$ cat config.mk
export PLATFORM = sky130hd
export DESIGN_NAME = fp64_min_unit
export DESIGN_NICKNAME = d
export VERILOG_FILES = /design/src/rtl/fp64_min_pkg.sv /design/src/rtl/fp64_classifier.sv /design/src/rtl/fp64_min_select.sv /design/src/rtl/fp64_min_unit.sv
export SDC_FILE = /design/constraint.sdc
export NUM_CORES = 1
export LEC_CHECK = 0
export BUFFER_PORTS_ARGS = -buffer_cell sky130_fd_sc_hd__buf_2
export CORE_MARGIN = 10
export CORE_UTILIZATION = 42
export CTS_BUF_LIST = sky130_fd_sc_hd__clkbuf_8 sky130_fd_sc_hd__clkbuf_16
export CTS_CLUSTER_SIZE = 10
export DETAILED_ROUTE_END_ITERATION = 10
export HOLD_SLACK_MARGIN = 0.1
export PLACE_DENSITY = 0.75
export SLEW_MARGIN = 20
export SYNTH_ARGS = -nofsm -noshare
export SYNTH_HDL_FRONTEND = slang
export SYNTH_SLANG_ARGS = --single-unit
export TNS_END_PERCENT = 10
$ cat constraint.sdc
create_clock -name clk -period 3.1 [get_ports clk]
set_clock_uncertainty 0.1 [all_clocks]
set_input_delay 0.31 -clock clk [delete_from_list [all_inputs] [get_ports clk]]
set_output_delay 0.31 -clock clk [all_outputs]
set_load 0.02 [all_outputs]
$ cat src/rtl/fp64_min_pkg.sv
package fp64_min_pkg;
  localparam int EXP_W = 11;
  localparam int FRC_W = 52;
  localparam int FP_W  = 1 + EXP_W + FRC_W;

  typedef struct packed {
    logic is_zero;
    logic is_den;
    logic is_inf;
    logic is_qnan;
    logic is_snan;
  } fp_class_t;

  function automatic fp_class_t classify(input logic [FP_W-1:0] v);
    fp_class_t c;
    logic [EXP_W-1:0] e;
    logic [FRC_W-1:0] f;
    e = v[FP_W-2 -: EXP_W];
    f = v[FRC_W-1:0];
    c.is_zero = (e == '0) && (f == '0);
    c.is_den  = (e == '0) && (f != '0);
    c.is_inf  = (e == '1) && (f == '0);
    c.is_qnan = (e == '1) && f[FRC_W-1];
    c.is_snan = (e == '1) && !f[FRC_W-1] && (f != '0);
    return c;
  endfunction

  // strict a < b on sign-magnitude encodings; NaNs are excluded by caller
  function automatic logic ordered_lt(input logic [FP_W-1:0] a, input logic [FP_W-1:0] b);
    logic [FP_W-2:0] ma, mb;
    ma = a[FP_W-2:0];
    mb = b[FP_W-2:0];
    if (a[FP_W-1] != b[FP_W-1]) return a[FP_W-1];
    else if (a[FP_W-1])         return ma > mb;
    else                        return ma < mb;
  endfunction
endpackage

$ cat src/rtl/fp64_classifier.sv
module fp64_classifier
  import fp64_min_pkg::*;
(
  input  logic [FP_W-1:0] val_i,
  output fp_class_t       cls_o
);
  assign cls_o = classify(val_i);
endmodule

$ cat src/rtl/fp64_min_select.sv
module fp64_min_select
  import fp64_min_pkg::*;
(
  input  logic [FP_W-1:0] dst_i,
  input  logic [FP_W-1:0] src_i,
  input  fp_class_t       dcls_i,
  input  fp_class_t       scls_i,
  output logic [FP_W-1:0] min_o,
  output logic            take_src_forced_o,
  output logic            nan_seen_o,
  output logic            den_seen_o
);
  logic dst_nan, src_nan, both_zero, dst_lt;

  assign dst_nan   = dcls_i.is_qnan | dcls_i.is_snan;
  assign src_nan   = scls_i.is_qnan | scls_i.is_snan;
  assign both_zero = dcls_i.is_zero & scls_i.is_zero;
  assign dst_lt    = ordered_lt(dst_i, src_i);

  assign take_src_forced_o = both_zero | dst_nan | src_nan;
  assign nan_seen_o        = dst_nan | src_nan;
  assign den_seen_o        = dcls_i.is_den | scls_i.is_den;

  always_comb begin
    if (take_src_forced_o) min_o = src_i;
    else if (dst_lt)       min_o = dst_i;
    else                   min_o = src_i;
  end
endmodule

$ cat src/rtl/fp64_min_unit.sv
module fp64_min_unit
  import fp64_min_pkg::*;
#(
  parameter int REG_W = 2 * FP_W
) (
  input  logic             clk,
  input  logic             rst,
  input  logic             in_valid,
  input  logic [REG_W-1:0] dst_i,
  input  logic [FP_W-1:0]  src_i,
  output logic             out_valid,
  output logic [REG_W-1:0] res_o,
  output logic             inv_o,
  output logic             den_o
);
  localparam int HI_W = REG_W - FP_W;

  fp_class_t       dcls, scls;
  logic [FP_W-1:0] min_w;
  logic            forced_src, nan_seen, den_seen;

  fp64_classifier u_cls_d (.val_i(dst_i[FP_W-1:0]), .cls_o(dcls));
  fp64_classifier u_cls_s (.val_i(src_i),           .cls_o(scls));

  fp64_min_select u_sel (
    .dst_i(dst_i[FP_W-1:0]), .src_i(src_i),
    .dcls_i(dcls), .scls_i(scls),
    .min_o(min_w), .take_src_forced_o(forced_src),
    .nan_seen_o(nan_seen), .den_seen_o(den_seen)
  );

  always_ff @(posedge clk) begin
    if (rst) out_valid <= 1'b0;
    else     out_valid <= in_valid;
  end

  always_ff @(posedge clk) begin
    if (in_valid) begin
      res_o <= {dst_i[REG_W-1:FP_W], min_w};
      inv_o <= nan_seen;
      den_o <= den_seen;
    end
  end

  logic past_ok;
  always_ff @(posedge clk) begin
    if (rst) past_ok <= 1'b0;
    else     past_ok <= 1'b1;
  end


  valid_latency_chk: assert property (@(posedge clk) disable iff (rst)
    past_ok |-> (out_valid == $past(in_valid)));

  hold_when_idle_chk: assert property (@(posedge clk) disable iff (rst)
    (past_ok && !$past(in_valid)) |-> ($stable(res_o) && $stable(inv_o) && $stable(den_o)));

  upper_pass_chk: assert property (@(posedge clk) disable iff (rst)
    (past_ok && $past(in_valid)) |-> (res_o[REG_W-1 -: HI_W] == $past(dst_i[REG_W-1:FP_W])));

  forced_source_chk: assert property (@(posedge clk) disable iff (rst)
    (past_ok && $past(in_valid) && $past(forced_src)) |-> (res_o[FP_W-1:0] == $past(src_i)));

  snan_kept_chk: assert property (@(posedge clk) disable iff (rst)
    (past_ok && $past(in_valid) && $past(scls.is_snan)) |-> (res_o[FRC_W-1] == 1'b0));

  inv_flag_chk: assert property (@(posedge clk) disable iff (rst)
    (past_ok && $past(in_valid)) |-> (inv_o == $past(dcls.is_qnan | dcls.is_snan | scls.is_qnan | scls.is_snan)));

  den_flag_chk: assert property (@(posedge clk) disable iff (rst)
    (past_ok && $past(in_valid)) |-> (den_o == $past(dcls.is_den | scls.is_den)));
endmodule

# After elaboration in Yosys (flattened, before gate mapping)
# Cells that the tools add are included.
# Widths: inputs -> output; s select.
[classes]
n_reduce_logical = 18
bitwise_logic = 7
n_eq_ne = 3
n_mux = 4
n_lt_le_gt_ge = 2
[ops]
columns = ["cell", "n"]
rows = [
  ["$mux 64", 2],
  ["$logic_not 52->1", 2],
  ["$reduce_bool 52->1", 2],
  ["$gt 63x63->1", 1],
  ["$lt 63x63->1", 1],
  ["$eq 11x11->1 const B", 2],
  ["$logic_not 11->1", 2],
  ["$logic_and 1x1->1", 10],
  ["$or 1x1->1", 6],
  ["$logic_not 1->1", 2],
  ["$mux 1", 2],
  ["$and 1x1->1", 1],
  ["$ne 1x1->1", 1],
]
[totals]
out_inout_bits = 131
elab_cells = 38
in_bits = 195
register_bits = 131

# Depth between registers and ports, before layout
[logic_depth]
word_depth = 7
ltp_mapped = 11
ltp_nobuf = 10

# By module
# A second synthesis with hierarchy kept.
[unflattened]
hier_cells = 498
hier_area_um2 = 7114.3
[modules_own_cells]
columns = ["mod", "area_per_inst_um2", "instances", "cells_per_inst", "seq_area_each_um2"]
rows = [
  ["fp64_min_unit", 3937.5, 1, 132, 3923.8],
  ["fp64_min_select", 2741.4, 1, 304, 0.0],
  ["fp64_classifier", 217.7, 2, 31, 0.0],
]

# Worst setup path before layout
# No wires, ideal clock.
[synth_timing]
path_kind = "input port to flip-flop"
start = "in src_i[62]"
end = "reg res_o[23], data pin"
path_stages = 11
t_arrival_ps = 2613
setup_ps = 260
path_buffers = 1
required_ps = 2740
slack_ps = 127
cell_sequence = "inv_1 ha_1 nand4_1 nor4_1 nand3_1 a211oi_1 nor4_1 a22oi_1 a2bb2oi_4 buf_6 mux2_2"
[synth_between]
elab_chain_cells = 6
word_cells_on_any_way = 16
cone_classes = "2 x order compare; 1 x eq/ne; 4 x mux; 4 x bitwise; 5 x reduce/logical"
[synth_lines]
columns = ["item", "line_no", "source"]
rows = [
  ["start, declared", "fp64_min_unit.sv:10", "input logic [FP_W-1:0] src_i,"],
  ["parallel branches: the longest is 5 deep, another holds $lt 63x63->1", "--", ""],
  ["$mux 64 *", "fp64_min_select.sv:25", "if (take_src_forced_o) min_o = src_i;"],
  ["via min_w[23]", "fp64_min_unit.sv:19", "logic [FP_W-1:0] min_w;"],
  ["end signal, assigned", "fp64_min_unit.sv:39", "res_o <= {dst_i[REG_W-1:FP_W], min_w};"],
  ["end, declared", "fp64_min_unit.sv:12", "output logic [REG_W-1:0] res_o,"],
]
# Mark *: on every way through the listed nets, which the timed path passes.
# A chain may end at the register's enable or synchronous reset.

# Final worst setup path
[layout_timing]
start = "in src_i[62]"
end = "reg res_o[62], data pin"
# Same word-level chain as after synthesis.

==> reports/qor.yml <==
synthesis:
  postSynthCellCount: 497
  synth-seq-area-share_pct: 58.1
  flip_flop_and_latch_count_after_synthesis: 131
  synth_fp_nets: 756
  post_synth_main_area_contributors: "sky130_fd_sc_hd__edfxtp_1 58%, sky130_fd_sc_hd__ha_1 12%, sky130_fd_sc_hd__mux2_2 8.7%"
  yosys.area.top_type: "sky130_fd_sc_hd__edfxtp_1"
  synth_largest_type_area_fraction_pct: 57.8
  postSynthAreaPerCell_um2: 13.6
  synth.distinct_cells: 33
  yosysWarningCount: 0
  syn_area_um2: 6760
power_and_ir_drop:
  power.density_cell_area_nw_per_um2: 533
  vdd_ir_drop_max_mv: 0.372
  power.total_uw: 5620
  p_leak_uw: 0.00493
timing:
  post-route-period-util_pct: 96.3
  max_freq_ghz: 0.335
  tns_ns: 0
  period_minus_slack_ns: 2.99
  slew_viol_final: 0
  timing.slew.headroom_pct: 68.2
  rsz0062_at_grt: "no"
  final.hold.worst_slack_ns: 0.128
  hold_viol_final: 0
  setup_viol: 0
  tightest_slew_ns: 0.476
grt:
  overflow: 0
  grt_start_max_net_pins: 63
  grt_pass1_vias: 6591
  global_route.usage.total_pct: 23.6
  grt_antenna_before_repair: 6
  first_pass_grt_wire_length_mm: 38.9
setup_path:
  crit_path_top_delay_cell: "sky130_fd_sc_hd__mux2_2"
  cp_data_required_time_ns: 3.16
  timing.critical_path.cells: "buf_2, inv_1, ha_1, nand4_1, nor4_2, buf_4, nand3_1, a211oi_1, nor4_1, a22oi_1, a2bb2oi_4, buf_12, mux2_2"
  timing.critical_path.from_type: "input pin"
  setup.worst_path.end_class: "flip-flop"
  critical-path-max-stage-delay_ns: 0.37
  timing.critical_path.buf_inv: 4
  worst_ep_arrival_time_ns: 3.05
  critPathKind: "input pin to flip-flop"
  startpoint: "src_i[62]"
  cp_max_fo: 23
  critical-path-top-delay-family: "compound AO/OA/AOI/OAI gates"
drt:
  detailedRoute.firstIterationViolations: 378
  routed_wire_length_per_instance_um: 21.5
  drt_wl_total_mm: 26.1
  drc: 0
  antenna_violating_nets_post_route: 0
  dr_total_vias: 6133
  viasPerCell: 5.05
  dr.pass1.iters: 7
die:
  initial_standard_cell_utilization_of_the_core_pct: 42.7
  io_pins: 326
  fp-row-count: 46
  chipHeight_um: 147
  coreArea_um2: 15800
  area_enclosed_by_the_die_boundary_um2: 21600
  die_width_um: 147
final_layout:
  final_cell_count_no_fill: 1214
  multi_input_area_um2: 2520
  area.growth.synth_to_final_pct: 56.3
  register_area_um2: 3920
  final_layout_size_suffix_gt1_share_pct: 51.0
  nFillCells: 1182
  final_core_utilization_pct: 66.7
  finish.net_count: 1240
cts:
  clock_tree.root_cell: "sky130_fd_sc_hd__clkbuf_16"
  cts_htree_levels: 4
  number_of_clock_sinks_seen_by_cts: 131
  tritoncts: "yes"
  ctsLongestPathBuffers: 2
  cts_made_buffers: 17
  clkTransAtPathRegs_ns: 0.06
worst_hold_path:
  hold_start: "src_i[19]"
  worst_min_delay_path_class: "input pin to flip-flop"
placed_design:
  gpl.final_weighted_congestion: 0.864
  numPortBuffers: 325
  placed_cells_incl_taps: 1112
  dp.final_hpwl_mm: 20.0
status:
  run_status: "finished, final reports clean"
run:
  cap_viol_max_count: 0
==> final timing paths <==
path	end	slack (ns)	cells after the start
worst max-delay path	res_o[62]	0.11	13
worst min-delay path	res_o[19]	0.13	2
==> cell type report <==
type	count	share of cell area, %
antenna	4	0.0948
clock buffer	17	4.03
clock inverter	15	2.05
inverter	68	2.42
multi-input combinational	292	23.8
sequential	131	37.2
tap	216	2.56
timing repair buffer	471	27.9
==> cells in the mapped netlist, drive strengths merged <==
library cell,instances
nand3,9
ha,64
a22oi,1
nor3,4
o21a,1
a21oi,29
nor2,9
a211oi,3
mux2,63
o22ai,1
o31ai,2
edfxtp,130
nor2b,1
inv,68
nor4,35
a21o,2
nand4,21
nand2b,1
dfxtp,1
o22a,1
a2bb2oi,2
buf,6
o211ai,1
o21ai,11
nand3b,1
a31oi,1
a221oi,2
nand2,26
a311oi,1
==> report_power, final <==
part	switching (µW)	internal, µW
sequential	48.2	2160
combinational	678	550
clock	823	1370
==> cell usage in the layout (no fill, tap or decap), types with 2 or more instances in the layout <==
master                          instances
sky130_fd_sc_hd__a211oi_1               3
sky130_fd_sc_hd__clkinv_4               3
sky130_fd_sc_hd__buf_4                 76
sky130_fd_sc_hd__a21o_1                 2
sky130_fd_sc_hd__diode_2                4
sky130_fd_sc_hd__a21oi_1               29
sky130_fd_sc_hd__mux2_4                11
sky130_fd_sc_hd__nor4_2                 3
sky130_fd_sc_hd__inv_6                  4
sky130_fd_sc_hd__buf_12                 4
sky130_fd_sc_hd__nand3_1                9
sky130_fd_sc_hd__bufinv_16              4
sky130_fd_sc_hd__clkbuf_16             17
sky130_fd_sc_hd__nor4_1                32
sky130_fd_sc_hd__buf_2                324
sky130_fd_sc_hd__ha_1                  64
sky130_fd_sc_hd__mux2_2                52
sky130_fd_sc_hd__o21ai_0               11
sky130_fd_sc_hd__edfxtp_1             130
sky130_fd_sc_hd__nor3_1                 4
sky130_fd_sc_hd__nand4_1               21
sky130_fd_sc_hd__nor2_1                 9
sky130_fd_sc_hd__nand2_1               26
sky130_fd_sc_hd__inv_8                  2
sky130_fd_sc_hd__dlygate4sd3_1         66
sky130_fd_sc_hd__inv_1                 68
sky130_fd_sc_hd__a221oi_1               2
==> flip-flops by register name, indices dropped and copies added, names as in the netlist <==
signal / count
den_o: 1
res_o: 128
inv_o: 1
out_valid: 1
==> per-layer routing <==
layer	global-route usage [%]	share of wire, %	vias to the layer above
met1	25.3	37	2923
met5	0	0.092	-
li1	-	-	2886
met4	9.51	3.2	4
met2	42.5	52	276
met3	7.03	8.2	44
==> logic make-up after synthesis <==
kind of cell	count (synthesis)	synth area share (%)
DFF	131	58.1
and+or+nand+nor	107	8.57
buffers and inverters	74	4.78
adders and majority gates	64	11.9
muxes	63	11.1
AOI/OAI and AO/OA	58	5.61
==> per-stage QoR <==
step	area, µm²	worst slack [ns]
detailed placement	9240	-0.252
CTS	10500	0.178
floorplan	6760	0.127
finish	10600	0.114
global route	10600	0.0107
global placement	9240	-0.193
==> repair_timing <==
item                                   CTS  global route
endpoints found under the hold margin   66             0
hold buffers                            66             0
resized for setup                        0             1
setup endpoints to repair                0             1
buffers inserted                         0             0
Power figures use the tool's default switching activity.
